**config.mk**
```make
export PLATFORM = sky130hd
export DESIGN_NAME = reqtrack_table
export DESIGN_NICKNAME = d
export VERILOG_FILES = /design/src/rtl/rtt_pkg.sv /design/src/rtl/rtt_alloc.sv /design/src/rtl/rtt_match.sv /design/src/rtl/rtt_slot_guard.sv /design/src/rtl/reqtrack_table.sv
export SDC_FILE = /design/constraint.sdc
export NUM_CORES = 1
export LEC_CHECK = 0
export ABC_AREA = 1
export ABC_CLOCK_PERIOD_IN_PS = 1950
export CAP_MARGIN = 30
export CORE_ASPECT_RATIO = 1.5
export CORE_MARGIN = 8
export CORE_UTILIZATION = 55
export CTS_BUF_LIST = sky130_fd_sc_hd__clkbuf_4 sky130_fd_sc_hd__clkbuf_8
export CTS_CLUSTER_DIAMETER = 150
export DETAILED_ROUTE_END_ITERATION = 8
export GPL_TIMING_DRIVEN = 1
export PLACE_DENSITY_LB_ADDON = 0.1
export SYNTH_ARGS = -nofsm -noshare
export SYNTH_HDL_FRONTEND = slang
export SYNTH_SLANG_ARGS = --single-unit
```
**constraint.sdc**
```tcl
create_clock -name clk -period 1.95 [get_ports clk]
set_clock_uncertainty 0.1 [all_clocks]
set_input_delay 0.39 -clock clk [delete_from_list [all_inputs] [get_ports clk]]
set_output_delay 0.39 -clock clk [all_outputs]
set_load 0.005 [all_outputs]
```
**src/rtl/rtt_pkg.sv**
```systemverilog
package rtt_pkg;

    typedef enum logic [1:0] {
        CMD_RD   = 2'd0,
        CMD_RDX  = 2'd1,
        CMD_UPGR = 2'd2,
        CMD_WB   = 2'd3
    } bus_cmd_e;

    typedef enum logic [1:0] {
        SNP_I = 2'd0,
        SNP_S = 2'd1,
        SNP_E = 2'd2,
        SNP_M = 2'd3
    } snp_e;

    // Only commands that expect a data response hold a slot.
    function automatic logic holds_slot(bus_cmd_e c);
        return (c == CMD_RD) || (c == CMD_RDX);
    endfunction

    // Two transactions on one block may overlap only if both are reads.
    function automatic logic cmds_compatible(bus_cmd_e a, bus_cmd_e b);
        return (a == CMD_RD) && (b == CMD_RD);
    endfunction

endpackage

```
**src/rtl/rtt_alloc.sv**
```systemverilog
module rtt_alloc #(
    parameter int NUM_TAGS = 8,
    parameter int TAG_W    = 3
) (
    input  logic [NUM_TAGS-1:0] occ,
    output logic [TAG_W-1:0]    free_tag,
    output logic                full
);
    always_comb begin
        free_tag = '0;
        for (int i = NUM_TAGS - 1; i >= 0; i--) begin
            if (!occ[i]) free_tag = TAG_W'(i);
        end
    end

    assign full = &occ;
endmodule

```
**src/rtl/rtt_match.sv**
```systemverilog
module rtt_match
    import rtt_pkg::*;
#(
    parameter int NUM_TAGS = 8,
    parameter int ADDR_W   = 26
) (
    input  logic [NUM_TAGS-1:0]             occ,
    input  logic [NUM_TAGS-1:0][ADDR_W-1:0] tab_addr,
    input  logic [NUM_TAGS-1:0][1:0]        tab_cmd,
    input  logic                            key_valid,
    input  logic [ADDR_W-1:0]               key_addr,
    input  logic [1:0]                      key_cmd,
    output logic [NUM_TAGS-1:0]             hit,
    output logic                            conflict,
    output logic                            shareable
);
    logic [NUM_TAGS-1:0] bad;
    logic [NUM_TAGS-1:0] rd_hit;

    for (genvar g = 0; g < NUM_TAGS; g++) begin : g_cmp
        assign hit[g]    = key_valid && occ[g] && (tab_addr[g] == key_addr);
        assign bad[g]    = hit[g] &&
                           !cmds_compatible(bus_cmd_e'(tab_cmd[g]), bus_cmd_e'(key_cmd));
        assign rd_hit[g] = hit[g] && !bad[g];
    end

    assign conflict  = |bad;
    assign shareable = (|rd_hit) && !conflict;
endmodule

```
**src/rtl/rtt_slot_guard.sv**
```systemverilog
module rtt_slot_guard
    import rtt_pkg::*;
#(
    parameter int ADDR_W = 26
) (
    input  logic              clk,
    input  logic              rst,
    input  logic              req_valid,
    input  logic [ADDR_W-1:0] req_addr,
    input  logic [1:0]        req_cmd,
    input  logic              req_mine,
    output logic              degrade
);
    logic              prev_valid;
    logic [ADDR_W-1:0] prev_addr;
    bus_cmd_e          prev_cmd;

    always_ff @(posedge clk) begin
        if (rst) begin
            prev_valid <= 1'b0;
            prev_addr  <= '0;
            prev_cmd   <= CMD_RD;
        end else begin
            prev_valid <= req_valid;
            prev_addr  <= req_addr;
            prev_cmd   <= bus_cmd_e'(req_cmd);
        end
    end

    assign degrade = req_valid && req_mine && prev_valid &&
                     (prev_addr == req_addr) &&
                     !cmds_compatible(prev_cmd, bus_cmd_e'(req_cmd));
endmodule

```
**src/rtl/reqtrack_table.sv**
```systemverilog
module reqtrack_table
    import rtt_pkg::*;
#(
    parameter int NUM_TAGS = 8,
    parameter int ADDR_W   = 26,
    localparam int TAG_W   = (NUM_TAGS > 1) ? $clog2(NUM_TAGS) : 1
) (
    input  logic              clk,
    input  logic              rst,
    input  logic              breq_valid,
    input  logic [TAG_W-1:0]  breq_tag,
    input  logic [ADDR_W-1:0] breq_addr,
    input  logic [1:0]        breq_cmd,
    input  logic              breq_mine,
    input  logic [1:0]        breq_snoop,
    input  logic              rsp_valid,
    input  logic [TAG_W-1:0]  rsp_tag,
    input  logic              cpu_valid,
    input  logic [ADDR_W-1:0] cpu_addr,
    input  logic [1:0]        cpu_cmd,
    input  logic              cpu_join,
    output logic [TAG_W-1:0]  free_tag,
    output logic              table_full,
    output logic              cpu_stall,
    output logic              cpu_can_grab,
    output logic              own_degrade,
    output logic              rsp_hit,
    output logic              rsp_take,
    output logic              rsp_assert_shared,
    output logic [ADDR_W-1:0] rsp_addr,
    output logic [1:0]        rsp_snoop
);
    logic [NUM_TAGS-1:0]             vld;
    logic [NUM_TAGS-1:0]             orig_q;
    logic [NUM_TAGS-1:0]             grab_q;
    logic [NUM_TAGS-1:0][ADDR_W-1:0] addr_q;
    logic [NUM_TAGS-1:0][1:0]        cmd_q;
    logic [NUM_TAGS-1:0][1:0]        snp_q;

    logic [NUM_TAGS-1:0] cpu_hit;
    logic                wr_en;
    logic                join_en;

    rtt_alloc #(.NUM_TAGS(NUM_TAGS), .TAG_W(TAG_W)) u_alloc (
        .occ      (vld),
        .free_tag (free_tag),
        .full     (table_full)
    );

    rtt_match #(.NUM_TAGS(NUM_TAGS), .ADDR_W(ADDR_W)) u_cpu_match (
        .occ       (vld),
        .tab_addr  (addr_q),
        .tab_cmd   (cmd_q),
        .key_valid (cpu_valid),
        .key_addr  (cpu_addr),
        .key_cmd   (cpu_cmd),
        .hit       (cpu_hit),
        .conflict  (cpu_stall),
        .shareable (cpu_can_grab)
    );

    rtt_slot_guard #(.ADDR_W(ADDR_W)) u_guard (
        .clk       (clk),
        .rst       (rst),
        .req_valid (breq_valid),
        .req_addr  (breq_addr),
        .req_cmd   (breq_cmd),
        .req_mine  (breq_mine),
        .degrade   (own_degrade)
    );

    assign wr_en   = breq_valid && holds_slot(bus_cmd_e'(breq_cmd)) && !own_degrade;
    assign join_en = cpu_join && cpu_can_grab;

    for (genvar g = 0; g < NUM_TAGS; g++) begin : g_slot
        always_ff @(posedge clk) begin
            if (rst) begin
                vld[g]    <= 1'b0;
                orig_q[g] <= 1'b0;
                grab_q[g] <= 1'b0;
                addr_q[g] <= '0;
                cmd_q[g]  <= CMD_RD;
                snp_q[g]  <= SNP_I;
            end else begin
                if (rsp_valid && rsp_tag == TAG_W'(g)) vld[g] <= 1'b0;
                if (wr_en && breq_tag == TAG_W'(g)) begin
                    vld[g]    <= 1'b1;
                    orig_q[g] <= breq_mine;
                    grab_q[g] <= 1'b0;
                    addr_q[g] <= breq_addr;
                    cmd_q[g]  <= breq_cmd;
                    snp_q[g]  <= breq_snoop;
                end else if (join_en && cpu_hit[g]) begin
                    grab_q[g] <= 1'b1;
                end
            end
        end
    end

    assign rsp_hit           = rsp_valid && vld[rsp_tag];
    assign rsp_take          = rsp_hit && (orig_q[rsp_tag] || grab_q[rsp_tag]);
    assign rsp_assert_shared = rsp_hit && grab_q[rsp_tag];
    assign rsp_addr          = addr_q[rsp_tag];
    assign rsp_snoop         = snp_q[rsp_tag];
endmodule

```
==> metrics.md, run 1 <==
| Metric | Value |
|---|---|
| Largest area contributor in the synthesized netlist | `sky130_fd_sc_hd__dfxtp_1` |
| Mean area per synthesized cell | `6.86 µm²` |
| Stage where the flow stopped | `5_1_grt` |
| H-tree levels | `2` |
| Share of the yosys chip area belonging to registers | `38.6%` |
| Vert. Die Dim | `220 µm` |
| Synth Warn # | `0` |
| Placement Rows | `74` |
| Synth cell types | `38` |
| Pre-CTS worst setup slack | `-1420 ps` |
| Number of sinks on the clock net | `293` |
| Overall global routing resource usage | `80.1%` |
| Quantity of hold-fixing buffers added after cts | `0` |
| # port buffers | `108` |
| Most frequently used flop master after synthesis | `sky130_fd_sc_hd__dfxtp_1` |
| Maximum number of buffers from clock root to sink | `3` |
| Via count of the first global-routing pass | `27200` |
| Post-synthesis async set-or-reset flop share | `0%` |
| Number of synthesized flops with an enable pin | `0` |
| Pin count of the biggest net entering global routing | `30` |
| Mapped cell area | `15200 µm²` |
| HPWL Detailed | `52700 µm` |
| Global placement routability congestion | `1.06` |
| Aggregate global routing overflow | `445` |
| Net count after synthesis | `2284` |
| Synth Register Bits | `293` |
| Outcome | `aborted with a tool error` |
| Number of cells produced by synthesis | `2213` |
| X dimension of the die | `152 µm` |
| Synth area leaders | `sky130_fd_sc_hd__dfxtp_1 (39%), sky130_fd_sc_hd__nand2_1 (17%), sky130_fd_sc_hd__a22oi_1 (10%)` |
| Global-route wire length before repair | `201000 µm` |
| Boundary pin count | `109` |
| Number of clock buffers inserted by TritonCTS | `46` |
| Error that stopped the run | `[ERROR GRT-0116] Global routing finished with congestion. Check the congestion regions in the DRC Viewer.` |
| Fraction of post-synthesis cell area in the top cell type by area | `38.6%` |
| Initial Util | `55.8%` |
| Clock root cell | `sky130_fd_sc_hd__clkbuf_8` |
[what timing repair did]
item,in CTS
cloned,44
gates resized for setup,836
endpoints found under the setup margin,302
buffers inserted,71
pin swaps,124
[cell families after synthesis]
| kind of cell | count (synthesis) | synth area share (%) |
|---|---|---|
| simple gates | 922 | 24.3 |
| buf+inv | 500 | 13.0 |
| compound gates | 426 | 19.9 |
| flops | 293 | 38.6 |
| xor+xnor | 72 | 4.15 |
[cells in the mapped netlist, drive strengths merged (5+ instances only)]
library cell and number:
nor4 7, a221oi 25, a22oi 220, buf 69, a21oi 53, nand4 31
inv 381, nand2 673, nor2 166, o21ai 54, nor3 11, xnor2 54
o2111ai 21, a32oi 5, xor2 18, clkbuf 48, nand3 34, dfxtp 293
o22ai 41
[stage by stage]
| stage | hold slack (ps) | instances | util [%] | setup TNS, ps | area, µm² |
|---|---|---|---|---|---|
| detailed placement | 321 | 3019 | 75.1 | -264640 | 20500 |
| global placement | 315 | 3019 | 75.1 | -260530 | 20500 |
| floorplan | 308 | 2213 | - | -2870 | 15300 |
| CTS | 274 | 3201 | 93.2 | -84150 | 25400 |
[routing by layer]
layer  global-route usage (%)  GRT overflow
met2                     93.9           281
met4                     80.5           141
met3                     69.9             8
met5                     39.8             4
met1                     77.6            11
==> run 2: changes to the inputs <==
==> config.mk (replaced) <==
export PLATFORM = sky130hd
export DESIGN_NAME = reqtrack_table
export DESIGN_NICKNAME = d
export VERILOG_FILES = /design/src/rtl/rtt_pkg.sv /design/src/rtl/rtt_alloc.sv /design/src/rtl/rtt_match.sv /design/src/rtl/rtt_slot_guard.sv /design/src/rtl/reqtrack_table.sv
export SDC_FILE = /design/constraint.sdc
export NUM_CORES = 1
export LEC_CHECK = 0
export ABC_AREA = 1
export ABC_CLOCK_PERIOD_IN_PS = 2540
export CAP_MARGIN = 30
export CORE_MARGIN = 8
export CORE_UTILIZATION = 40
export DETAILED_ROUTE_END_ITERATION = 8
export GPL_TIMING_DRIVEN = 1
export PLACE_DENSITY_LB_ADDON = 0.15
export SYNTH_ARGS = -nofsm -noshare
export SYNTH_HDL_FRONTEND = slang
export SYNTH_SLANG_ARGS = --single-unit
==> constraint.sdc (replaced) <==
create_clock -name clk -period 2.54 [get_ports clk]
set_clock_uncertainty 0.1 [all_clocks]
set_input_delay 0.508 -clock clk [delete_from_list [all_inputs] [get_ports clk]]
set_output_delay 0.508 -clock clk [all_outputs]
set_load 0.005 [all_outputs]
==> run 2 against run 1 <==
  * The flow now finishes, with violations (negative setup slack)
  * Area after synthesis unchanged
  * Synthesized cell count unchanged
==> metrics.md, run 2 <==
| Metric | Value |
|---|---|
| Outcome | `complete, but fails checks` |
| Violations in the final reports | `negative setup slack` |
| End-of-flow core utilization | `62.2%` |
| Synthesized-area fraction occupied by xor and xnor cells | `4.15%` |
| Most common library cell in the layout ignoring fill and taps | `sky130_fd_sc_hd__nand2_1` |
| Fraction of post-synthesis cell area in the top cell type by area | `38.6%` |
| Highest-count cells in the layout ignoring fill and taps | `sky130_fd_sc_hd__nand2_1 (616), sky130_fd_sc_hd__buf_4 (408), sky130_fd_sc_hd__inv_1 (338)` |
| Post-synthesis async set-or-reset flop share | `0%` |
| Power per Cell Area | `548 nW/µm²` |
| Synth area leaders | `sky130_fd_sc_hd__dfxtp_1 (39%), sky130_fd_sc_hd__nand2_1 (17%), sky130_fd_sc_hd__a22oi_1 (10%)` |
| Max-cap violations | `0` |
| Synth Register Bits | `293` |
| Worst Hold Path EP | `u_guard.prev_addr[21]$_SDFF_PP0_` |
| Number of vias after detailed routing | `18100` |
| X dimension of the die | `211 µm` |
| Simple-gate portion of the synthesized area | `24.3%` |
| Quantity of hold-fixing buffers added after cts | `0` |
| H-tree levels | `2` |
| Required @ worst endpoint | `1930 ps` |
| Compound-Gate Fraction of Synth Area | `19.9%` |
| Worst-path clk slew | `60 ps` |
| Via count of the first global-routing pass | `17400` |
| Final critical-path setup slack | `-379 ps` |
| Time the final worst path needs with I/O delays and setup | `2920 ps` |
| Global placement routability congestion | `0.983` |
| Boundary pin count | `109` |
| Placement Rows | `71` |
| Flip-flop and latch area | `5910 µm²` |
| Total count of hold-check failures in the final report | `0` |
| Final clock period utilization by the worst path | `115%` |
| Worst hold path stage count | `3` |
| Maximum vdd drop | `0.401 mV` |
| Part of the power in registers | `38.2%` |
| Layout Cell Area excl Fill | `23400 µm²` |
| Gate power share | `19.2%` |
| Largest area contributor in the synthesized netlist | `sky130_fd_sc_hd__dfxtp_1` |
| Core area | `37600 µm²` |
| Synth cell types | `38` |
| Mux contribution to synthesized area | `0%` |
| Post-Route WL | `79800 µm` |
| Final setup violation count | `3` |
| Initial Util | `40.4%` |
| Layout fillers | `3456` |
| LEAKAGE | `10.5 nW` |
| Slew at the pin with the worst max-slew slack | `670 ps` |
| CTS tree | `done` |
| Cell with the most instances after synthesis | `sky130_fd_sc_hd__nand2_1` |
| Class of the tightest hold or removal check | `input port to flop` |
| Global-route wire length before repair | `111000 µm` |
| Largest fanout on the critical path | `7` |
| Combinational family with the most area after synthesis | `simple AND/OR/NAND/NOR gates` |
| Final Net Count | `2824` |
| Startpoint of the worst hold path | `breq_addr[21]` |
| Post-synthesis adder-cell area fraction | `0%` |
| Setup slack, reg-to-reg | `160 ps` |
| Endpoint kind of the worst setup timing path | `output port` |
| Maximum number of buffers from clock root to sink | `3` |
| Overall global routing resource usage | `33.5%` |
| Internal power of the cells | `9.01 mW` |
| Critical register-to-register path endpoint | `addr_q[132]$_SDFFE_PP0P_` |
| Most frequently used flop master after synthesis | `sky130_fd_sc_hd__dfxtp_1` |
| Peak clock frequency supported by timing | `0.343 GHz` |
| Signal arrival time at the worst endpoint | `2310 ps` |
| Pin count of the biggest net entering global routing | `30` |
| Multi-input combinational cell area | `8370 µm²` |
| Crit-path most repeated cell | `sky130_fd_sc_hd__nand2_1` |
| Number of cells produced by synthesis | `2213` |
| Switching pwr | `3.81 mW` |
| Max reg flops | `208` |
| Critical path's largest stage delay | `260 ps` |
| Synthesis-to-layout area growth | `53.9%` |
| Remaining antenna violation count | `0` |
| Total inserted antenna cells | `0` |
| Net count after synthesis | `2284` |
| HPWL Detailed | `54400 µm` |
| Cells on worst reg2reg path | `12` |
| Max-slew headroom at the worst pin | `54.9%` |
| Biggest registers after layout | `addr_q: 208 flops, u_guard.prev_addr: 26 flops` |
| Share of final-layout standard cells stronger than drive strength 1 | `32.2%` |
| Number of synthesized flops with an enable pin | `0` |
| Starting DRC count in detailed routing | `2267` |
| Synth Warn # | `0` |
| Max-slew violation count | `0` |
| Number of sinks on the clock net | `293` |
| Unrepaired setup endpoints after global routing | `true` |
| Initial antenna violation count | `2` |
| Total die area | `44500 µm²` |
| Share of total power in the clock network | `42.7%` |
| Length of the first detailed-routing pass in iterations | `6` |
| # port buffers | `108` |
| Kind of start point of the critical path | `input port` |
| Mean area per synthesized cell | `6.86 µm²` |
| Mapped cell area | `15200 µm²` |
| Aggregate global routing overflow | `0` |
| Clock insertion delay at the later pin of the skew report | `580 ps` |
| Cell with the largest stage delay on the worst path | `sky130_fd_sc_hd__dlygate4sd2_1` |
| Clock root cell | `sky130_fd_sc_hd__clkbuf_16` |
| Kind of critical path | `input port to output port` |
| Largest Register | `addr_q` |
| Crit path cell chain | `dlygate4sd2_1 -> buf_6 -> buf_4 -> nand2_1 -> nand2_1 -> nor2_1 -> buf_4 -> nand2_1 -> nor2_2 -> nand2_2 -> nor2_2 -> nand2_1 -> nand2_1 -> nor2_2 -> a21oi_2 -> buf_2` |
| Average vias per placed instance | `5.51` |
| Number of clock buffers inserted by TritonCTS | `37` |
| Instance area after placement | `20100 µm²` |
| Average wire per standard cell | `24.2 µm` |
| Share of the yosys chip area belonging to registers | `38.6%` |
| FF-to-FF Start | `u_guard.prev_addr[18]$_SDFF_PP0_` |
| Vert. Die Dim | `211 µm` |
| Synth cell count leaders | `sky130_fd_sc_hd__nand2_1 (672), sky130_fd_sc_hd__inv_1 (377), sky130_fd_sc_hd__dfxtp_1 (293)` |
| Fraction of power spent switching nets | `29.7%` |
| Residual DRC count | `0` |
[run 2: metal layers]
metal / up-vias / global-route usage [%] / part of all wire (%)
met3: 286 / 6.90 / 11
met2: 1106 / 52.8 / 44
met1: 8497 / 43.7 / 39
li1: 8237 / - / -
met5: - / 0 / 0.034
met4: 4 / 15.3 / 6.3
[run 2: final cells by class]
cell class | count | share of cell area, %
multi-input combinational | 1420 | 35.8
sequential | 293 | 25.3
timing repair buffer | 618 | 24.7
inverter | 383 | 6.21
clock buffer | 56 | 4.65
tap | 511 | 2.73
clock inverter | 10 | 0.658
[run 2: per-stage QoR]
step	worst slack [ps]	cells	hold slack [ps]	total power, mW	TNS, ps
after floorplan	94.1	2213	308	5.83	0
after global placement	-1350	3150	317	6.99	-131720
after detailed placement	-1350	3150	318	7.00	-140510
after CTS	-372	3259	329	12.6	-1020
after global routing	-451	3291	139	13.1	-1060
final	-379	3291	125	12.8	-733
[run 2: how the worst max path moves through the flow]
| stage | startpoint | endpoint | slack (ps) | cells past startpoint |
|---|---|---|---|---|
| after floorplan | cpu_addr[15] | cpu_can_grab | 90 | 13 |
| after global placement | cpu_addr[16] | cpu_can_grab | -1350 | 12 |
| after detailed placement | cpu_addr[16] | cpu_can_grab | -1350 | 12 |
| after CTS | addr_q[195]$_SDFFE_PP0P_ | cpu_can_grab | -370 | 14 |
| after global routing | addr_q[27]$_SDFFE_PP0P_ | cpu_can_grab | -450 | 16 |
| final | cpu_addr[6] | cpu_can_grab | -380 | 16 |
[run 2: power groups by stage]
stage | sequential, mW | clock (mW) | combinational [mW]
CTS | 4.88 | 5.47 | 2.20
detailed placement | 4.97 | 0 | 2.03
global route | 4.91 | 5.67 | 2.55
finish | 4.89 | 5.47 | 2.46
floorplan | 4.95 | 0 | 0.879
global placement | 4.97 | 0 | 2.02
[run 2: cells by family after synthesis]
kind of cell              count (synthesis)
AOI/OAI and AO/OA                       426
DFF                                     293
buffers and inverters                   500
and+or+nand+nor                         922
xor gates and xnor gates                 72
[run 2: timing repair]
item                       in CTS  in global routing
hold endpoints to repair        0                  0
setup endpoints to repair      37                267
resized for setup             375                204
setup buffers                  40                 29
gates cloned                    6                 10
pin swaps                      67                 90
[run 2: critical path: cells and delay by family]
family	cells	cell delay, ps
buf+inv	5	800
compound gates	1	170
simple gates	10	820
Note: power is estimated with default switching activity, not from simulation.
